<file path="config.mk">
export PLATFORM = sky130hd
export DESIGN_NAME = uart_data_front
export DESIGN_NICKNAME = d
export VERILOG_FILES = /design/src/rtl/uart_dp_pkg.sv /design/src/rtl/uart_dp_baud.sv /design/src/rtl/uart_dp_fifo.sv /design/src/rtl/uart_data_front.sv
export SDC_FILE = /design/constraint.sdc
export NUM_CORES = 1
export LEC_CHECK = 0
export BUFFER_PORTS_ARGS = -buffer_cell sky130_fd_sc_hd__buf_4
export CAP_MARGIN = 5
export CORE_MARGIN = 2
export CORE_UTILIZATION = 55
export DETAILED_ROUTE_END_ITERATION = 16
export PLACE_DENSITY = 0.7
export SLEW_MARGIN = 40
export SYNTH_ARGS = -nofsm -noshare
export SYNTH_HDL_FRONTEND = slang
export SYNTH_SLANG_ARGS = --single-unit
</file>
<file path="constraint.sdc">
create_clock -name clk -period 4.5 [get_ports clk]
set_input_delay 0 -clock clk [delete_from_list [all_inputs] [get_ports clk]]
set_output_delay 0 -clock clk [all_outputs]
set_load 0.01 [all_outputs]
</file>
<file path="src/rtl/uart_dp_pkg.sv">
package uart_dp_pkg;
  localparam int ADDR_W = 3;
  localparam int BYTE_W = 8;

  typedef enum logic [ADDR_W-1:0] {
    ADR_DATA  = 3'd0,
    ADR_DIVHI = 3'd1,
    ADR_FCTL  = 3'd2,
    ADR_LCTL  = 3'd3,
    ADR_LSTAT = 3'd5
  } reg_addr_e;

  localparam int LCR_ACCESS_BIT = 7;
  localparam int FCR_EN_BIT     = 0;
  localparam int LSR_READY_BIT  = 0;
  localparam int LSR_OVR_BIT    = 1;
  localparam int LSR_EMPTY_BIT  = 5;
endpackage

</file>
<file path="src/rtl/uart_dp_baud.sv">
module uart_dp_baud #(
  parameter int SETTLE = 8
) (
  input  logic       clk,
  input  logic       rst_n,
  input  logic       we_lo,
  input  logic       we_hi,
  input  logic [7:0] wdata,
  output logic [15:0] divisor,
  output logic       tick,
  output logic       ready
);
  localparam int SW = $clog2(SETTLE + 1);

  logic [15:0]   div_q, div_d;
  logic [15:0]   cnt_q, cnt_d;
  logic [SW-1:0] hold_q, hold_d;
  logic          div_we;

  assign div_we  = we_lo | we_hi;
  assign tick    = (div_q != 16'd0) && (cnt_q == div_q - 16'd1);
  assign ready   = (div_q != 16'd0) && (hold_q == '0);
  assign divisor = div_q;

  always_comb begin
    div_d = div_q;
    if (we_lo) div_d[7:0]  = wdata;
    if (we_hi) div_d[15:8] = wdata;

    hold_d = hold_q;
    if (div_we)              hold_d = SW'(SETTLE);
    else if (hold_q != '0)   hold_d = hold_q - 1'b1;

    if (div_we || div_q == 16'd0 || tick) cnt_d = '0;
    else                                  cnt_d = cnt_q + 16'd1;
  end

  always_ff @(posedge clk or negedge rst_n) begin
    if (!rst_n) begin
      div_q  <= '0;
      cnt_q  <= '0;
      hold_q <= '0;
    end else begin
      div_q  <= div_d;
      cnt_q  <= cnt_d;
      hold_q <= hold_d;
    end
  end

  // a divisor write always opens the hold-off window
  p_settle_r5: assert property (@(posedge clk) disable iff (!rst_n)
    div_we |=> !ready);
  // ticks are single-cycle pulses for divisors above 1
  p_tick_gap_r3: assert property (@(posedge clk) disable iff (!rst_n)
    (tick && div_q > 16'd1 && !div_we) |=> !tick);
endmodule

</file>
<file path="src/rtl/uart_dp_fifo.sv">
module uart_dp_fifo #(
  parameter int DEPTH = 16,
  parameter int W     = 8
) (
  input  logic         clk,
  input  logic         rst_n,
  input  logic         clr,
  input  logic         push,
  input  logic [W-1:0] wdata,
  input  logic         pop,
  output logic [W-1:0] rdata,
  output logic         empty,
  output logic         full
);
  localparam int PW = (DEPTH > 1) ? $clog2(DEPTH) : 1;
  localparam int CW = $clog2(DEPTH + 1);

  logic [W-1:0]  mem [DEPTH];
  logic [PW-1:0] wr_q, wr_d, rd_q, rd_d;
  logic [CW-1:0] cnt_q, cnt_d;
  logic          do_push, do_pop;

  assign full    = (cnt_q == CW'(DEPTH));
  assign empty   = (cnt_q == '0);
  assign do_push = push && !full && !clr;
  assign do_pop  = pop && !empty && !clr;
  assign rdata   = mem[rd_q];

  always_comb begin
    wr_d  = wr_q;
    rd_d  = rd_q;
    cnt_d = cnt_q + CW'(do_push) - CW'(do_pop);
    if (do_push) wr_d = (wr_q == PW'(DEPTH - 1)) ? '0 : wr_q + 1'b1;
    if (do_pop)  rd_d = (rd_q == PW'(DEPTH - 1)) ? '0 : rd_q + 1'b1;
    if (clr) begin
      wr_d  = '0;
      rd_d  = '0;
      cnt_d = '0;
    end
  end

  always_ff @(posedge clk or negedge rst_n) begin
    if (!rst_n) begin
      wr_q  <= '0;
      rd_q  <= '0;
      cnt_q <= '0;
    end else begin
      wr_q  <= wr_d;
      rd_q  <= rd_d;
      cnt_q <= cnt_d;
    end
  end

  always_ff @(posedge clk) begin
    if (do_push) mem[wr_q] <= wdata;
  end

  // an accepted push leaves the queue non-empty
  p_fifo_fill_r8: assert property (@(posedge clk) disable iff (!rst_n)
    (push && !pop && !clr && !full) |=> !empty);
  // a push into a full queue never lowers the fill
  p_no_overflow_r11: assert property (@(posedge clk) disable iff (!rst_n)
    (push && full && !pop && !clr) |=> full);
endmodule

</file>
<file path="src/rtl/uart_data_front.sv">
module uart_data_front
  import uart_dp_pkg::*;
#(
  parameter int RX_DEPTH = 16,
  parameter int TX_DEPTH = 16,
  parameter int SETTLE   = 8
) (
  input  logic        clk,
  input  logic        rst_n,
  input  logic        bus_sel,
  input  logic        bus_wr,
  input  logic [2:0]  bus_addr,
  input  logic [7:0]  bus_wdata,
  output logic [7:0]  bus_rdata,
  input  logic        rx_valid,
  input  logic [7:0]  rx_char,
  input  logic        tx_take,
  output logic [7:0]  tx_char,
  output logic        tx_avail,
  output logic        baud_tick,
  output logic        xfer_ok
);
  logic       rs_meta, rs_n;
  logic [7:0] lcr_q, lcr_d;
  logic       fen_q, fen_d;
  logic [7:0] rxh_q, rxh_d, txh_q, txh_d;
  logic       rxh_full_q, rxh_full_d, txh_full_q, txh_full_d;
  logic       oe_q, oe_d;
  logic       wr, rd, access, data_wr, data_rd, lsr_rd, fcr_flip;
  logic       rx_acc, tx_acc, dr, thre, oe_set;
  logic [7:0] rxf_head, txf_head;
  logic       rxf_empty, rxf_full, txf_empty, txf_full;
  logic [15:0] divisor;

  always_ff @(posedge clk or negedge rst_n) begin
    if (!rst_n) begin
      rs_meta <= 1'b0;
      rs_n    <= 1'b0;
    end else begin
      rs_meta <= 1'b1;
      rs_n    <= rs_meta;
    end
  end

  assign access   = lcr_q[LCR_ACCESS_BIT];
  assign wr       = bus_sel && bus_wr;
  assign rd       = bus_sel && !bus_wr;
  assign data_wr  = wr && bus_addr == ADR_DATA && !access;
  assign data_rd  = rd && bus_addr == ADR_DATA && !access;
  assign lsr_rd   = rd && bus_addr == ADR_LSTAT;
  assign fcr_flip = wr && bus_addr == ADR_FCTL && (bus_wdata[FCR_EN_BIT] != fen_q);
  assign rx_acc   = rx_valid && xfer_ok;
  assign tx_acc   = tx_take && tx_avail;

  uart_dp_baud #(.SETTLE(SETTLE)) u_baud (
    .clk(clk), .rst_n(rs_n),
    .we_lo(wr && bus_addr == ADR_DATA && access),
    .we_hi(wr && bus_addr == ADR_DIVHI && access),
    .wdata(bus_wdata), .divisor(divisor), .tick(baud_tick), .ready(xfer_ok)
  );

  uart_dp_fifo #(.DEPTH(RX_DEPTH), .W(8)) u_rxq (
    .clk(clk), .rst_n(rs_n), .clr(fcr_flip),
    .push(rx_acc && fen_q), .wdata(rx_char),
    .pop(data_rd && fen_q), .rdata(rxf_head),
    .empty(rxf_empty), .full(rxf_full)
  );

  uart_dp_fifo #(.DEPTH(TX_DEPTH), .W(8)) u_txq (
    .clk(clk), .rst_n(rs_n), .clr(fcr_flip),
    .push(data_wr && fen_q), .wdata(bus_wdata),
    .pop(tx_acc && fen_q), .rdata(txf_head),
    .empty(txf_empty), .full(txf_full)
  );

  assign dr       = fen_q ? !rxf_empty : rxh_full_q;
  assign thre     = fen_q ? txf_empty : !txh_full_q;
  assign tx_avail = xfer_ok && (fen_q ? !txf_empty : txh_full_q);
  assign tx_char  = fen_q ? txf_head : txh_q;
  assign oe_set   = !fcr_flip && rx_acc && (fen_q ? rxf_full : (rxh_full_q && !data_rd));

  always_comb begin
    lcr_d      = lcr_q;
    fen_d      = fen_q;
    rxh_d      = rxh_q;
    rxh_full_d = rxh_full_q;
    txh_d      = txh_q;
    txh_full_d = txh_full_q;
    if (wr && bus_addr == ADR_LCTL) lcr_d = bus_wdata;
    if (fcr_flip) begin
      fen_d      = bus_wdata[FCR_EN_BIT];
      rxh_full_d = 1'b0;
      txh_full_d = 1'b0;
    end else if (!fen_q) begin
      if (data_rd) rxh_full_d = 1'b0;
      if (rx_acc) begin
        rxh_d      = rx_char;
        rxh_full_d = 1'b1;
      end
      if (tx_acc) txh_full_d = 1'b0;
      if (data_wr) begin
        txh_d      = bus_wdata;
        txh_full_d = 1'b1;
      end
    end
    if (oe_set)      oe_d = 1'b1;
    else if (lsr_rd) oe_d = 1'b0;
    else             oe_d = oe_q;
  end

  always_ff @(posedge clk or negedge rs_n) begin
    if (!rs_n) begin
      lcr_q      <= '0;
      fen_q      <= 1'b0;
      rxh_q      <= '0;
      rxh_full_q <= 1'b0;
      txh_q      <= '0;
      txh_full_q <= 1'b0;
      oe_q       <= 1'b0;
    end else begin
      lcr_q      <= lcr_d;
      fen_q      <= fen_d;
      rxh_q      <= rxh_d;
      rxh_full_q <= rxh_full_d;
      txh_q      <= txh_d;
      txh_full_q <= txh_full_d;
      oe_q       <= oe_d;
    end
  end

  always_comb begin
    bus_rdata = '0;
    if (rd) begin
      unique case (bus_addr)
        ADR_DATA:  bus_rdata = access ? divisor[7:0] : (dr ? (fen_q ? rxf_head : rxh_q) : 8'h00);
        ADR_DIVHI: bus_rdata = access ? divisor[15:8] : 8'h00;
        ADR_LCTL:  bus_rdata = lcr_q;
        ADR_LSTAT: begin
          bus_rdata[LSR_READY_BIT] = dr;
          bus_rdata[LSR_OVR_BIT]   = oe_q;
          bus_rdata[LSR_EMPTY_BIT] = thre;
        end
        default:   bus_rdata = 8'h00;
      endcase
    end
  end

  // an unread held character that is replaced raises overrun
  p_rx_overrun_r6: assert property (@(posedge clk) disable iff (!rs_n)
    (!fen_q && rx_acc && rxh_full_q && !data_rd && !fcr_flip) |=> oe_q);
  // an arrival at a full receive queue raises overrun
  p_rx_drop_r8: assert property (@(posedge clk) disable iff (!rs_n)
    (fen_q && rx_valid && xfer_ok && rxf_full && !fcr_flip) |=> oe_q);
  // overrun holds until the status read
  p_oe_sticky_r9: assert property (@(posedge clk) disable iff (!rs_n)
    (oe_q && !lsr_rd) |=> oe_q);
  // a holding-register write clears transmit-empty
  p_thre_clr_r10: assert property (@(posedge clk) disable iff (!rs_n)
    (!fen_q && data_wr && !fcr_flip) |=> !thre);
  // arrivals are ignored while transfers are held off
  p_rx_gate_r4: assert property (@(posedge clk) disable iff (!rs_n)
    (!fen_q && !xfer_ok && !rxh_full_q && !fcr_flip) |=> !rxh_full_q);
  // a mode change leaves both directions empty
  p_flip_clear_r12: assert property (@(posedge clk) disable iff (!rs_n)
    fcr_flip |=> (thre && !dr));
endmodule

</file>
==> out/summary.txt <==
====================================================================================
Die span in y .........................................................       172 um
Antenna cell count ....................................................            0
Actual slew at the worst max-slew pin .................................     0.844 ns
Net Count, Synth ......................................................         1085
Placed cell area ......................................................   16300 um^2
Initial core utilization ..............................................        55.8%
Slowest library cell on the worst path ................................ sky130_fd_sc_hd__or4_1
Critical path required time ...........................................      4.92 ns
Synthesized area ......................................................   15500 um^2
CP Launch Type ........................................................         flop
Largest area contributor in the synthesized netlist ................... sky130_fd_sc_hd__edfxtp_1
Die Wd ................................................................       172 um
Nets@finish ...........................................................         1162
Largest family of logic cells by synthesized area ..................... multiplexers
Area share of fa/ha/maj cells after synthesis .........................        2.36%
Number of endpoints failing setup at the final stage ..................            0
Top-Level Pins ........................................................           44
Detailed-route wire length per cell ...................................      22.6 um
Setup repair after global routing missed its margin ...................        false
Synth Area in Simple Gates ............................................        8.44%
Normalized max-slew margin ............................................        43.7%
Stage delay of the slowest cell on the critical path ..................      0.61 ns
Number of storage elements in the synthesis netlist ...................          348
Post-synthesis instance total .........................................         1032
Iteration count of the initial detailed-routing pass ..................            6
Post-DP HPWL ..........................................................     23300 um
Core box area .........................................................   27800 um^2
Hold-critical path endpoint ...........................................        fen_q
Clock buffer depth ....................................................            3
Worst min-delay path category ......................................... primary input to flop
Worst Setup Path Type ................................................. flop to flop
Yosys warns ...........................................................            0
Post-synth top flop ................................................... sky130_fd_sc_hd__edfxtp_1
Reg-to-reg critical path endpoint ..................................... u_rxq.cnt_q[4]
Multiplexer share of the synthesized area .............................        13.9%
Drt first-iter violations .............................................          837
Highest attainable clock frequency ....................................      286 MHz
Post-DRT Antenna Nets .................................................            0
Parity-gate share of the synthesized area counting xor and xnor cells .        2.58%
Root cell of the clock tree ........................................... sky130_fd_sc_hd__clkbuf_16
Leakage power .........................................................      6.28 nW
Critical Path Start ................................................... u_baud.divisor[2]
Data arrival at the endpoint of the critical path .....................      3.92 ns
Leading post-synthesis cells by cell area ............................. sky130_fd_sc_hd__edfxtp_1 50%, sky130_fd_sc_hd__dfrtp_1 15%, sky130_fd_sc_hd__mux4_2 8.9%, sky130_fd_sc_hd__mux2_2 3.6%, sky130_fd_sc_hd__ha_1 2.1%
Fraction of layout cells with a size suffix above 1 ...................        21.5%
Floorplan die area ....................................................   29500 um^2
Number of DRC violations after detailed routing .......................            0
H-tree levels .........................................................            2
Total routing resource utilization after global routing ...............        23.9%
First-pass GRT wire length ............................................     52400 um
Post-layout minimum cycle time ........................................      3.49 ns
Pin count of the biggest net entering global routing ..................           41
Detailed Route WL .....................................................     34300 um
Most used standard cell by instance count after synthesis ............. sky130_fd_sc_hd__edfxtp_1
Fraction of the cycle the final worst path needs ......................        77.6%
Startpoint of the most critical hold path .............................  bus_addr[0]
MaxCap Viol Count .....................................................            0
Part of the Yosys area used for sequential elements ...................        64.5%
CTS tree ..............................................................         done
Critical path peak fanout .............................................           18
Share of Yosys cell area claimed by the top area cell type ............        49.6%
Post-synthesis compound-gate area fraction ............................        5.82%
Clock sink count ......................................................          348
Worst Reg2Reg Path Length in Cells ....................................           11
Total clock buffers created by CTS ....................................           37
Row count .............................................................           61
Crit Reg-Reg Startpoint ............................................... u_baud.divisor[2]
Global route overflow .................................................            0
Number of antenna violations at the first check in global routing .....            0
Ys async rst share ....................................................        26.4%
Family of cells with the greatest summed delay on the critical path ... simple AND/OR/NAND/NOR gates
Vias ..................................................................         9234
CP endpoint kind ......................................................         flop
Synthesized area divided by synthesized cell count ....................    15.0 um^2
Result of the run .....................................................    completed
Count of pins over their slew limit ...................................            0
Number of unique standard cell types used by synthesis ................           62
CTS clock-pin slew for the worst setup and hold paths .................      0.06 ns
Worst R2R Setup Slack .................................................      1.01 ns
Ordered cell list for the critical path ............................... or4_1 > nor2_1 > and2_1 > buf_4 > nor3_2 > ha_1 > fa_1 > a21oi_1 > nor2_1 > or3_1 > a21oi_1
Ratio of routed vias to standard cells ................................         6.10
Count of buffering cells on the critical path with inverters included .            1
Final std cell area, no fill ..........................................   17700 um^2
Power per unit of standard cell area ..................................  523 nW/um^2
Most instantiated cells after synthesis ............................... 256 x sky130_fd_sc_hd__edfxtp_1, 92 x sky130_fd_sc_hd__dfrtp_1, 61 x sky130_fd_sc_hd__mux4_2
Input/output buffers ..................................................           43
Worst-Skew Late Latency ...............................................      0.51 ns
Post-synth EDFFs ......................................................          256
Depth of the worst hold-timing path ...................................            3
Final Skew ............................................................    0.0172 ns
Number of global-route vias before repair .............................         9087
Routability-driven placement congestion ratio .........................        0.854
Layout overhead on the synthesized area ...............................        14.0%
Aggregate negative setup slack ........................................         0 ns
Maximum resistive drop on vdd .........................................     0.369 mV
Number of endpoints with negative hold slack in the final report ......            0
====================================================================================
area by class of cell:
class                   instances  area, um^2
well taps                     378         473
flip-flops and latches        348       10000
fillers                      2040       10100
repair buffers                 90         743
clock inverters                24         176
clock buffers                  43         958
inverters                      42         158
multi-input cells             590        5150
sequential cells by signal (all words and copies together) (netlist names), 5 cells and up:
name / cells
u_baud.divisor: 16
txh_q: 8
u_txq.mem: 128
u_rxq.mem: 128
u_rxq.cnt_q: 5
rxh_q: 8
u_txq.cnt_q: 5
u_baud.cnt_q: 16
lcr_q: 8
worst max-delay path by stage:
stage / end / slack [ns] / depth (start not counted)
after detailed placement: u_rxq.cnt_q[4] / 1.04 / 11
after global routing: baud_tick / 0.75 / 7
after global placement: u_rxq.mem[8][2] / 1.0 / 7
final: u_rxq.cnt_q[4] / 1.01 / 11
after CTS: u_rxq.cnt_q[4] / 1.0 / 11
after floorplan: u_txq.cnt_q[4] / 1.30 / 18
layout by cell type, fill, tap and decap left out, drive strengths merged, types with 11 or more instances in the layout:
master | netlist | layout
nor2 | 53 | 53
nand2 | 44 | 44
a21oi | 34 | 34
clkbuf | 39 | 43
nor3 | 22 | 22
nor4 | 26 | 26
inv | 40 | 43
mux2i | 22 | 22
buf | 13 | 68
and2 | 20 | 20
a22oi | 11 | 11
xnor2 | 22 | 22
xor2 | 21 | 21
mux4 | 61 | 61
edfxtp | 256 | 256
dlygate4sd3 | 0 | 22
nand3 | 21 | 21
dfrtp | 92 | 92
mux2 | 50 | 50
o22ai | 14 | 14
o21ai | 30 | 30
ha | 26 | 26
clkinv | 2 | 18
worst reg2reg max path, cell delays in order (launching register included):
cell and delay, ns:
sky130_fd_sc_hd__dfrtp_1 0.49, sky130_fd_sc_hd__or4_1 0.61, sky130_fd_sc_hd__nor2_1 0.28, sky130_fd_sc_hd__and2_1 0.17, sky130_fd_sc_hd__buf_4 0.24, sky130_fd_sc_hd__nor3_2 0.15, sky130_fd_sc_hd__ha_1 0.27, sky130_fd_sc_hd__fa_1 0.43
sky130_fd_sc_hd__a21oi_1 0.20, sky130_fd_sc_hd__nor2_1 0.08, sky130_fd_sc_hd__or3_1 0.34, sky130_fd_sc_hd__a21oi_1 0.16
repair_timing:
| action | 4_1_cts | 5_1_grt |
|---|---|---|
| gates resized for setup | 0 | 0 |
| endpoints found under the hold margin | 298 | 0 |
| setup buffers | 0 | 0 |
| hold buffers | 22 | 0 |
per-layer routing:
metal	track usage, %	vias to the layer above	part of all wire [%]
met5	0	-	0
met4	8.59	0	3.3
met3	3.91	63	5.7
met2	39.0	308	49
met1	33.0	4724	42
li1	-	4139	-
stage by stage:
step                setup WS (ns)  hold slack, ns  power [mW]  util [%]  instances
global placement            0.996          -0.214        6.36      58.5       1424
finish                       1.01          0.0454        9.23      63.6       1515
floorplan                    1.30          -0.296        5.73         -       1032
detailed placement           1.04          -0.212        6.42      58.6       1425
CTS                         0.996         0.00723        9.29      63.5       1514
global route                0.752          0.0599        9.69      63.6       1515
logic make-up after synthesis:
family | count (synthesis)
flops | 348
simple gates | 246
compound gates | 138
mux | 133
buf+inv | 94
xor+xnor | 44
fa+ha+maj | 28
other cells | 1
power by group:
part	leakage [nW]	internal (mW)	switching [mW]
sequential	3.48	3.70	0.366
combinational	2.25	1.13	1.19
clock	0.550	1.65	1.19
total	6.28	6.48	2.75
Power figures use the tool's default switching activity.
